## src/rtl/rdy_irq_pkg.sv

```systemverilog
package rdy_irq_pkg;

  typedef enum logic [1:0] {
    MODE_MEM = 2'd0,
    MODE_IO  = 2'd1,
    MODE_IDE = 2'd2
  } ifMode_t;

  typedef struct packed {
    logic clearAll;
    logic setInit;
    logic setPend;
    logic clrPend;
    logic loadPulse;
  } ctrlStrobes_t;

  function automatic ifMode_t mapMode(input logic [1:0] sel);
    case (sel)
      2'd1:    return MODE_IO;
      2'd2:    return MODE_IDE;
      default: return MODE_MEM;
    endcase
  endfunction

endpackage

```

## src/rtl/rdy_irq_ctrl.sv

```systemverilog
module rdy_irq_ctrl
  import rdy_irq_pkg::*;
(
  input  logic         clk,
  input  logic         porN,
  input  logic         hostReset,
  input  logic [1:0]   modeSel,
  input  logic         pulseMode,
  input  logic         irqDisable,
  input  logic         initDone,
  input  logic         irqEvent,
  input  logic         statusRead,
  output ctrlStrobes_t strb,
  output ifMode_t      modeIn,
  output ifMode_t      modeQ,
  output logic         pulseModeQ,
  output logic         maskQ
);

  logic hostResetActive;

  // The mode on the pins selects how the host reset is read.
  always_comb begin
    modeIn          = mapMode(modeSel);
    hostResetActive = (modeIn == MODE_IDE) ? !hostReset : hostReset;
  end

  always_comb begin
    strb.clearAll  = !porN || hostResetActive;
    strb.setInit   = initDone;
    strb.setPend   = irqEvent;
    strb.clrPend   = statusRead && !irqEvent;
    strb.loadPulse = irqEvent && !irqDisable && pulseMode && (modeIn == MODE_IO);
  end

  always_ff @(posedge clk) begin
    if (strb.clearAll) begin
      modeQ      <= modeIn;
      pulseModeQ <= 1'b0;
      maskQ      <= 1'b0;
    end else begin
      modeQ      <= modeIn;
      pulseModeQ <= pulseMode;
      maskQ      <= irqDisable;
    end
  end

endmodule

```

## src/rtl/rdy_irq_dp.sv

```systemverilog
module rdy_irq_dp
  import rdy_irq_pkg::*;
#(
  parameter int PULSE_CYCLES = 8
) (
  input  logic         clk,
  input  ctrlStrobes_t strb,
  input  ifMode_t      modeIn,
  input  ifMode_t      modeQ,
  input  logic         pulseModeQ,
  input  logic         maskQ,
  input  logic         busy,
  output logic         pinQ
);

  localparam int CNT_W = $clog2(PULSE_CYCLES + 1);
  localparam logic [CNT_W-1:0] PULSE_LOAD = CNT_W'(PULSE_CYCLES);

  logic             initOk;
  logic             busyQ;
  logic             irqPend;
  logic [CNT_W-1:0] pulseCnt;
  logic             irqLive;
  logic             pinNext;

  always_comb begin
    irqLive = irqPend && !maskQ;
    case (modeQ)
      MODE_IO:  pinNext = pulseModeQ ? (pulseCnt == '0) : !irqLive;
      MODE_IDE: pinNext = irqLive;
      default:  pinNext = initOk && !busyQ;
    endcase
  end

  always_ff @(posedge clk) begin
    if (strb.clearAll) begin
      initOk   <= 1'b0;
      busyQ    <= 1'b0;
      irqPend  <= 1'b0;
      pulseCnt <= '0;
      pinQ     <= (modeIn == MODE_IO);
    end else begin
      pinQ  <= pinNext;
      busyQ <= busy;
      if (strb.setInit) initOk <= 1'b1;
      if (strb.setPend)      irqPend <= 1'b1;
      else if (strb.clrPend) irqPend <= 1'b0;
      if (strb.loadPulse)          pulseCnt <= PULSE_LOAD;
      else if (pulseCnt != '0)     pulseCnt <= pulseCnt - 1'b1;
    end
  end

  // memory pin stays busy until initialization completes
  assert_init_hold_R2: assert property (@(posedge clk) disable iff (strb.clearAll)
    (modeQ == MODE_MEM && !initOk) |=> !pinQ);

  // level interrupt in I/O mode pulls the pin low
  assert_level_irq_R4: assert property (@(posedge clk) disable iff (strb.clearAll)
    (modeQ == MODE_IO && !pulseModeQ && irqPend && !maskQ) |=> !pinQ);

  // a status read without a new event leaves nothing pending
  assert_read_clears_R5: assert property (@(posedge clk) disable iff (strb.clearAll)
    strb.clrPend |=> !irqPend);

  // pulse strobe counts down one per cycle
  assert_pulse_count_R6: assert property (@(posedge clk) disable iff (strb.clearAll)
    (pulseCnt != '0 && !strb.loadPulse) |=> (pulseCnt == CNT_W'($past(pulseCnt) - 1'b1)));

  // True IDE interrupt is active high
  assert_ide_irq_R7: assert property (@(posedge clk) disable iff (strb.clearAll)
    (modeQ == MODE_IDE && irqPend && !maskQ) |=> pinQ);

endmodule

```

## src/rtl/rdy_irq_pin.sv

```systemverilog
module rdy_irq_pin
  import rdy_irq_pkg::*;
#(
  parameter int PULSE_CYCLES = 8
) (
  input  logic       clk,
  input  logic       porN,
  input  logic       hostReset,
  input  logic [1:0] modeSel,
  input  logic       pulseMode,
  input  logic       irqDisable,
  input  logic       initDone,
  input  logic       busy,
  input  logic       irqEvent,
  input  logic       statusRead,
  output logic       pinOut
);

  ctrlStrobes_t strb;
  ifMode_t      modeIn;
  ifMode_t      modeQ;
  logic         pulseModeQ;
  logic         maskQ;

  rdy_irq_ctrl uCtrl (
    .clk        (clk),
    .porN       (porN),
    .hostReset  (hostReset),
    .modeSel    (modeSel),
    .pulseMode  (pulseMode),
    .irqDisable (irqDisable),
    .initDone   (initDone),
    .irqEvent   (irqEvent),
    .statusRead (statusRead),
    .strb       (strb),
    .modeIn     (modeIn),
    .modeQ      (modeQ),
    .pulseModeQ (pulseModeQ),
    .maskQ      (maskQ)
  );

  rdy_irq_dp #(.PULSE_CYCLES(PULSE_CYCLES)) uDp (
    .clk        (clk),
    .strb       (strb),
    .modeIn     (modeIn),
    .modeQ      (modeQ),
    .pulseModeQ (pulseModeQ),
    .maskQ      (maskQ),
    .busy       (busy),
    .pinQ       (pinOut)
  );

endmodule

```

## config.mk

```make
export PLATFORM = sky130hd
export DESIGN_NAME = rdy_irq_pin
export DESIGN_NICKNAME = d
export VERILOG_FILES = /design/src/rtl/rdy_irq_pkg.sv /design/src/rtl/rdy_irq_ctrl.sv /design/src/rtl/rdy_irq_dp.sv /design/src/rtl/rdy_irq_pin.sv
export SDC_FILE = /design/constraint.sdc
export NUM_CORES = 1
export LEC_CHECK = 0
export BUFFER_PORTS_ARGS = -buffer_cell sky130_fd_sc_hd__clkbuf_2
export CORE_AREA = 5 5 42 44
export CTS_CLUSTER_DIAMETER = 120
export CTS_CLUSTER_SIZE = 16
export DETAILED_ROUTE_END_ITERATION = 8
export DIE_AREA = 0 0 47 49
export SKIP_CTS_REPAIR_TIMING = 1
export SYNTH_ARGS = -nofsm -noshare
export SYNTH_HDL_FRONTEND = slang
export SYNTH_SLANG_ARGS = --single-unit
```

## constraint.sdc

```tcl
create_clock -name clk -period 1.95 [get_ports clk]
set_input_delay 0.39 -clock clk [delete_from_list [all_inputs] [get_ports clk]]
set_output_delay 0.39 -clock clk [all_outputs]
set_load 0.01 [all_outputs]
```

==> flow_summary.yaml, run 1 <==
global_route:
  grt_pass1_vias: 342
  grt_max_degree: 10
  met3_usage_pct: 2.95
  global_route.overflow_total: 0
  track_usage_pct: 8.14
  grt_pass1_wl_um: 1370
  busiest_layer: "met1"
  grt_util_met2_pct: 9.05
  antenna_found_initial: 0
  groute.layer.met1.usage_pct: 12.3
clocking:
  clockBufferDepth: 2
  path_clk_slew_ns: 0.07
  tritoncts: "done"
  clk_latency_ns: 0.26
  clock_sinks: 12
  h-tree-depth: 1
  cts_buffers: 3
  cts_root_buffer: "clkbuf_4"
power:
  power.internal_uw: 412
  p_switching_uw: 164
  ir_drop_v: 0.000508
  swShare_pct: 28.5
  clockPowerShare_pct: 24.9
  total_power_uw: 576
  p_leak_nw: 0.277
  p_comb_share_pct: 26.0
  seqPwrFrac_pct: 49.2
  cellPowerDensity_nw_per_um2: 905
final_layout:
  finalInstanceArea_um2: 637
  antennaDiodeCount: 0
  areaGrowthSynthToFinish_pct: 15.7
  final_nets: 85
  drive_gt1_share_pct: 25.0
  final_util_pct: 45.4
detailed_routing:
  dr.first_iter.drc_count: 4
  wl_per_cell_um: 9.56
  first_pass_iters: 4
  totalWireLength_um: 803
  drc: 0
  vias_per_cell: 4.55
  ant_nets: 0
  via_count: 382
synth:
  synth.distinct_cells: 26
  syn_nets: 70
  synth-seq-cells: 12
  ys_seq_area_share_pct: 43.6
  synth_area_per_cell_um2: 10.0
  synthCells: 55
  syn-cell-area_um2: 551
  yosys_warnings: 0
place:
  gp_congestion: 0.666
  portBuffers: 11
  hpwl_um: 677
  post_dp_cell_area_um2: 614
  pre_cts_ws_ns: 0.441
sta:
  post-route-min-period_ns: 1.52
  hold_violations: 0
  final-setup-viol-count: 0
  tns_ns: 0
  maxSlewHeadroom_pct: 83.2
  fmax_mhz: 660
  rsz0062_at_grt: "no"
  drv_slew: 0
  fin_crit_sh_pct: 77.7
  worst_slack_ns: 0.435
  fin_skew_ns: 0.00107
  tightest_slew_ns: 0.247
floorplan:
  rows: 14
  io_pins: 12
  coreArea_um2: 1400
  fp.dieW_um: 47
  die_y_um: 49
  die_area_um2: 2300
  initial_utilization_pct: 39.3
min_path:
  min_path_type: "in2reg"
job:
  maxCapViolCount: 0
setup_path:
  arrival_ns: 1.66
  required_ns: 2.10
  crit_fanout: 5
  cp-end-kind: "flip-flop"
  start_kind: "flip-flop"
  criticalPathCategory: "reg2reg"
status:
  outcome: "completed"
worst max-delay path, stage by stage (launching register included):
cell and delay [ns]:
dfxtp_1 0.37, inv_1 0.07, ha_1 0.21, or3b_1 0.27, nand2_2 0.07, a311oi_1 0.30, o21ai_1 0.11
cell usage in the layout (no fill, tap or decap), types with 2 or more instances in the layout:
cell and count:
nand2b_1 2, ha_1 4, nor2b_1 2, and2_1 3, nand2_1 4, clkbuf_4 3, o21a_1 2, clkbuf_2 11
dfxtp_1 12, or3b_1 2, nor2_1 3, inv_1 5
through the flow:
| step | hold WS [ns] | cells |
|---|---|---|
| global route | 0.323 | 84 |
| floorplan | 0.440 | 55 |
| global placement | 0.457 | 81 |
| finish | 0.320 | 84 |
| detailed placement | 0.462 | 81 |
| CTS | 0.313 | 84 |
sequential cells by signal, indices dropped and copies added, names as in the netlist:
signal	count
uCtrl.maskQ	1
uCtrl.modeQ	2
uCtrl.pulseModeQ	1
uDp.busyQ	1
uDp.initOk	1
uDp.irqPend	1
uDp.pinQ	1
uDp.pulseCnt	4
synthesized netlist by cell type, drive strengths merged:
cell type,n,share of area [%]
dfxtp,12,44
inv,5,3.4
nand2,5,3.9
ha,4,9.1
and2,3,3.4
nor2,3,2.0
nor2b,3,4.8
nand2b,2,2.3
o21a,2,2.7
o21ai,2,1.8
or3b,2,3.2
a211oi,1,1.4
a21boi,1,1.4
a21oi,1,0.91
a311oi,1,1.6
and3b,1,1.6
buf,1,2.0
mux2i,1,4.1
nand4b,1,1.6
nor3,1,0.91
or3,1,1.1
xnor2,1,1.6
xor2,1,1.6
final timing paths:
check | startpoint | endpoint | slack, ns | cells past startpoint
worst min register to register | uDp.initOk | uDp.initOk | 0.47 | 1
worst min-delay path | initDone | uDp.initOk | 0.32 | 2
worst max register to register | uDp.pulseCnt[0] | uDp.pinQ | 0.43 | 6
worst max-delay path | uDp.pulseCnt[0] | uDp.pinQ | 0.43 | 6
area by class of cell:
class / count / area [um2]
inverter: 5 / 18.8
multi-input combinational: 37 / 280
timing repair buffer: 11 / 55.1
sequential: 12 / 240
fill: 146 / 764
clock buffer: 3 / 22.5
tap: 16 / 20.0
power groups by stage:
| stage | registers (mW) | logic (mW) | clock network (mW) |
|---|---|---|---|
| 2_1_floorplan | 0.286 | 0.144 | 0 |
| 3_3_place_gp | 0.288 | 0.154 | 0 |
| 3_5_place_dp | 0.289 | 0.151 | 0 |
| 4_1_cts | 0.284 | 0.152 | 0.149 |
| 5_1_grt | 0.286 | 0.175 | 0.157 |
| 6_report | 0.283 | 0.150 | 0.143 |
layer usage:
| metal | routed length, um | vias up |
|---|---|---|
| met4 | 5 | 0 |
| met2 | 321 | 7 |
| met5 | 0 | - |
| li1 | - | 212 |
| met1 | 424 | 161 |
| met3 | 51 | 2 |
logic make-up (layout without fill, tap and decap cells):
kind of cell | Yosys count | in the layout | synth area share, %
buffers and inverters | 6 | 19 | 5.45
multiplexers | 1 | 1 | 4.09
XOR/XNOR | 2 | 2 | 3.18
adder cells (fa/ha/maj) | 4 | 4 | 9.09
AND/OR/NAND/NOR | 22 | 22 | 24.8
AO/OA/AOI/OAI | 8 | 8 | 9.77
flip-flops | 12 | 12 | 43.6
(Power assumes the default switching activity.)
==> inputs of run 2 (changes only) <==
Clock period 1.95 ns to 1.5 ns, I/O delays scaled along.
==> flow_summary.yaml, run 2 (synthesized netlist as in run 1, its figures left out) <==
setup_path:
  criticalPathCategory: "reg2reg"
  required_ns: 1.66
  cp-end-kind: "flip-flop"
  arrival_ns: 1.59
  crit_fanout: 5
  start_kind: "flip-flop"
detailed_routing:
  via_count: 393
  wl_per_cell_um: 10.7
  totalWireLength_um: 922
  ant_nets: 0
  drc: 0
  vias_per_cell: 4.57
  first_pass_iters: 4
  dr.first_iter.drc_count: 1
global_route:
  met3_usage_pct: 2.58
  grt_pass1_vias: 379
  groute.layer.met1.usage_pct: 13.0
  grt_pass1_wl_um: 1590
  grt_util_met2_pct: 13.1
  track_usage_pct: 9.56
  busiest_layer: "met2"
  antenna_found_initial: 0
  global_route.overflow_total: 0
  grt_max_degree: 8
sta:
  fmax_mhz: 703
  tightest_slew_ns: 0.223
  tns_ns: 0
  drv_slew: 0
  fin_skew_ns: 0.00556
  rsz0062_at_grt: "no"
  maxSlewHeadroom_pct: 85.1
  final-setup-viol-count: 0
  post-route-min-period_ns: 1.42
  fin_crit_sh_pct: 94.8
  hold_violations: 0
  worst_slack_ns: 0.0777
final_layout:
  largest_register_ffs: 4
  reg.largest.list: "uDp.pulseCnt (4), uCtrl.modeQ (2)"
  final_cell_mix: "dfxtp_1 (12), clkbuf_2 (11), inv_1 (5)"
  mostFrequentLayoutCell: "dfxtp_1"
  drive_gt1_share_pct: 28.6
  finalInstanceArea_um2: 661
  areaGrowthSynthToFinish_pct: 20.0
  final_nets: 86
  antennaDiodeCount: 0
  top_register: "uDp.pulseCnt"
clocking:
  clock_sinks: 12
  cts_buffers: 3
  h-tree-depth: 1
  clk_latency_ns: 0.27
  tritoncts: "done"
  clockBufferDepth: 2
  path_clk_slew_ns: 0.08
  cts_root_buffer: "clkbuf_4"
place:
  portBuffers: 11
  pre_cts_ws_ns: 0.0760
  hpwl_um: 722
  gp_congestion: 0.666
  post_dp_cell_area_um2: 622
floorplan:
  die_area_um2: 2300
  fp.dieW_um: 47
  die_y_um: 49
  initial_utilization_pct: 39.3
  coreArea_um2: 1400
  io_pins: 12
  rows: 14
power:
  cellPowerDensity_nw_per_um2: 1280
  ir_drop_v: 0.000573
  p_leak_nw: 0.286
status:
  outcome: "completed"
min_path:
  min_path_type: "in2reg"
job:
  maxCapViolCount: 0
## run 2: changes by cell type in the layout (fill, tap and decap cells not counted), sizes merged
cell	before	now
buf	0	1
clkbuf	14	15
## run 2: where the power goes
group	internal (mW)	switching [mW]	total, mW
clock network	0.147	0.108	0.255
registers	0.349	0.0204	0.370
logic	0.111	0.106	0.217
total	0.608	0.235	0.842
## run 2: metrics by stage
step	total power, mW	hold slack, ns	util (%)	std cells
after global routing	0.899	0.214	47.1	86
final	0.842	0.221	47.1	86
after global placement	0.575	0.463	44.4	82
after floorplan	0.560	0.381	-	55
after detailed placement	0.572	0.469	44.4	82
after CTS	0.837	0.215	47.0	86
## run 2: final timing paths
check / from / to / slack, ns / cells after the start
setup / recovery: uDp.pulseCnt[0] / uDp.pinQ / 0.08 / 6
hold / removal: initDone / uDp.initOk / 0.22 / 2
setup reg to reg: uDp.pulseCnt[0] / uDp.pinQ / 0.08 / 6
hold reg to reg: uDp.initOk / uDp.initOk / 0.48 / 1
## run 2: critical path, cell delays in order (launching register included)
cell and delay [ns]:
dfxtp_1 0.37, inv_1 0.07, ha_1 0.21, or3b_4 0.28
nand2_2 0.05, a311oi_1 0.24, o21ai_1 0.09
## run 2: layer usage
| layer | part of all wire, % | vias to the layer above | routed length (um) |
|---|---|---|---|
| met2 | 49 | 7 | 452 |
| met1 | 46 | 175 | 421 |
| met5 | 0 | - | 0 |
| met3 | 5.2 | 0 | 48 |
| met4 | 0 | 0 | 0 |
| li1 | - | 211 | - |
## run 2: cell type report
| class | count | area, um2 |
|---|---|---|
| Timing Repair Buffer | 12 | 62.6 |
| Fill cell | 136 | 741 |
| Clock buffer | 4 | 36.3 |
| Multi-Input combinational cell | 37 | 283 |
| Inverter | 5 | 18.8 |
| Tap cell | 16 | 20.0 |
| Sequential cell | 12 | 240 |
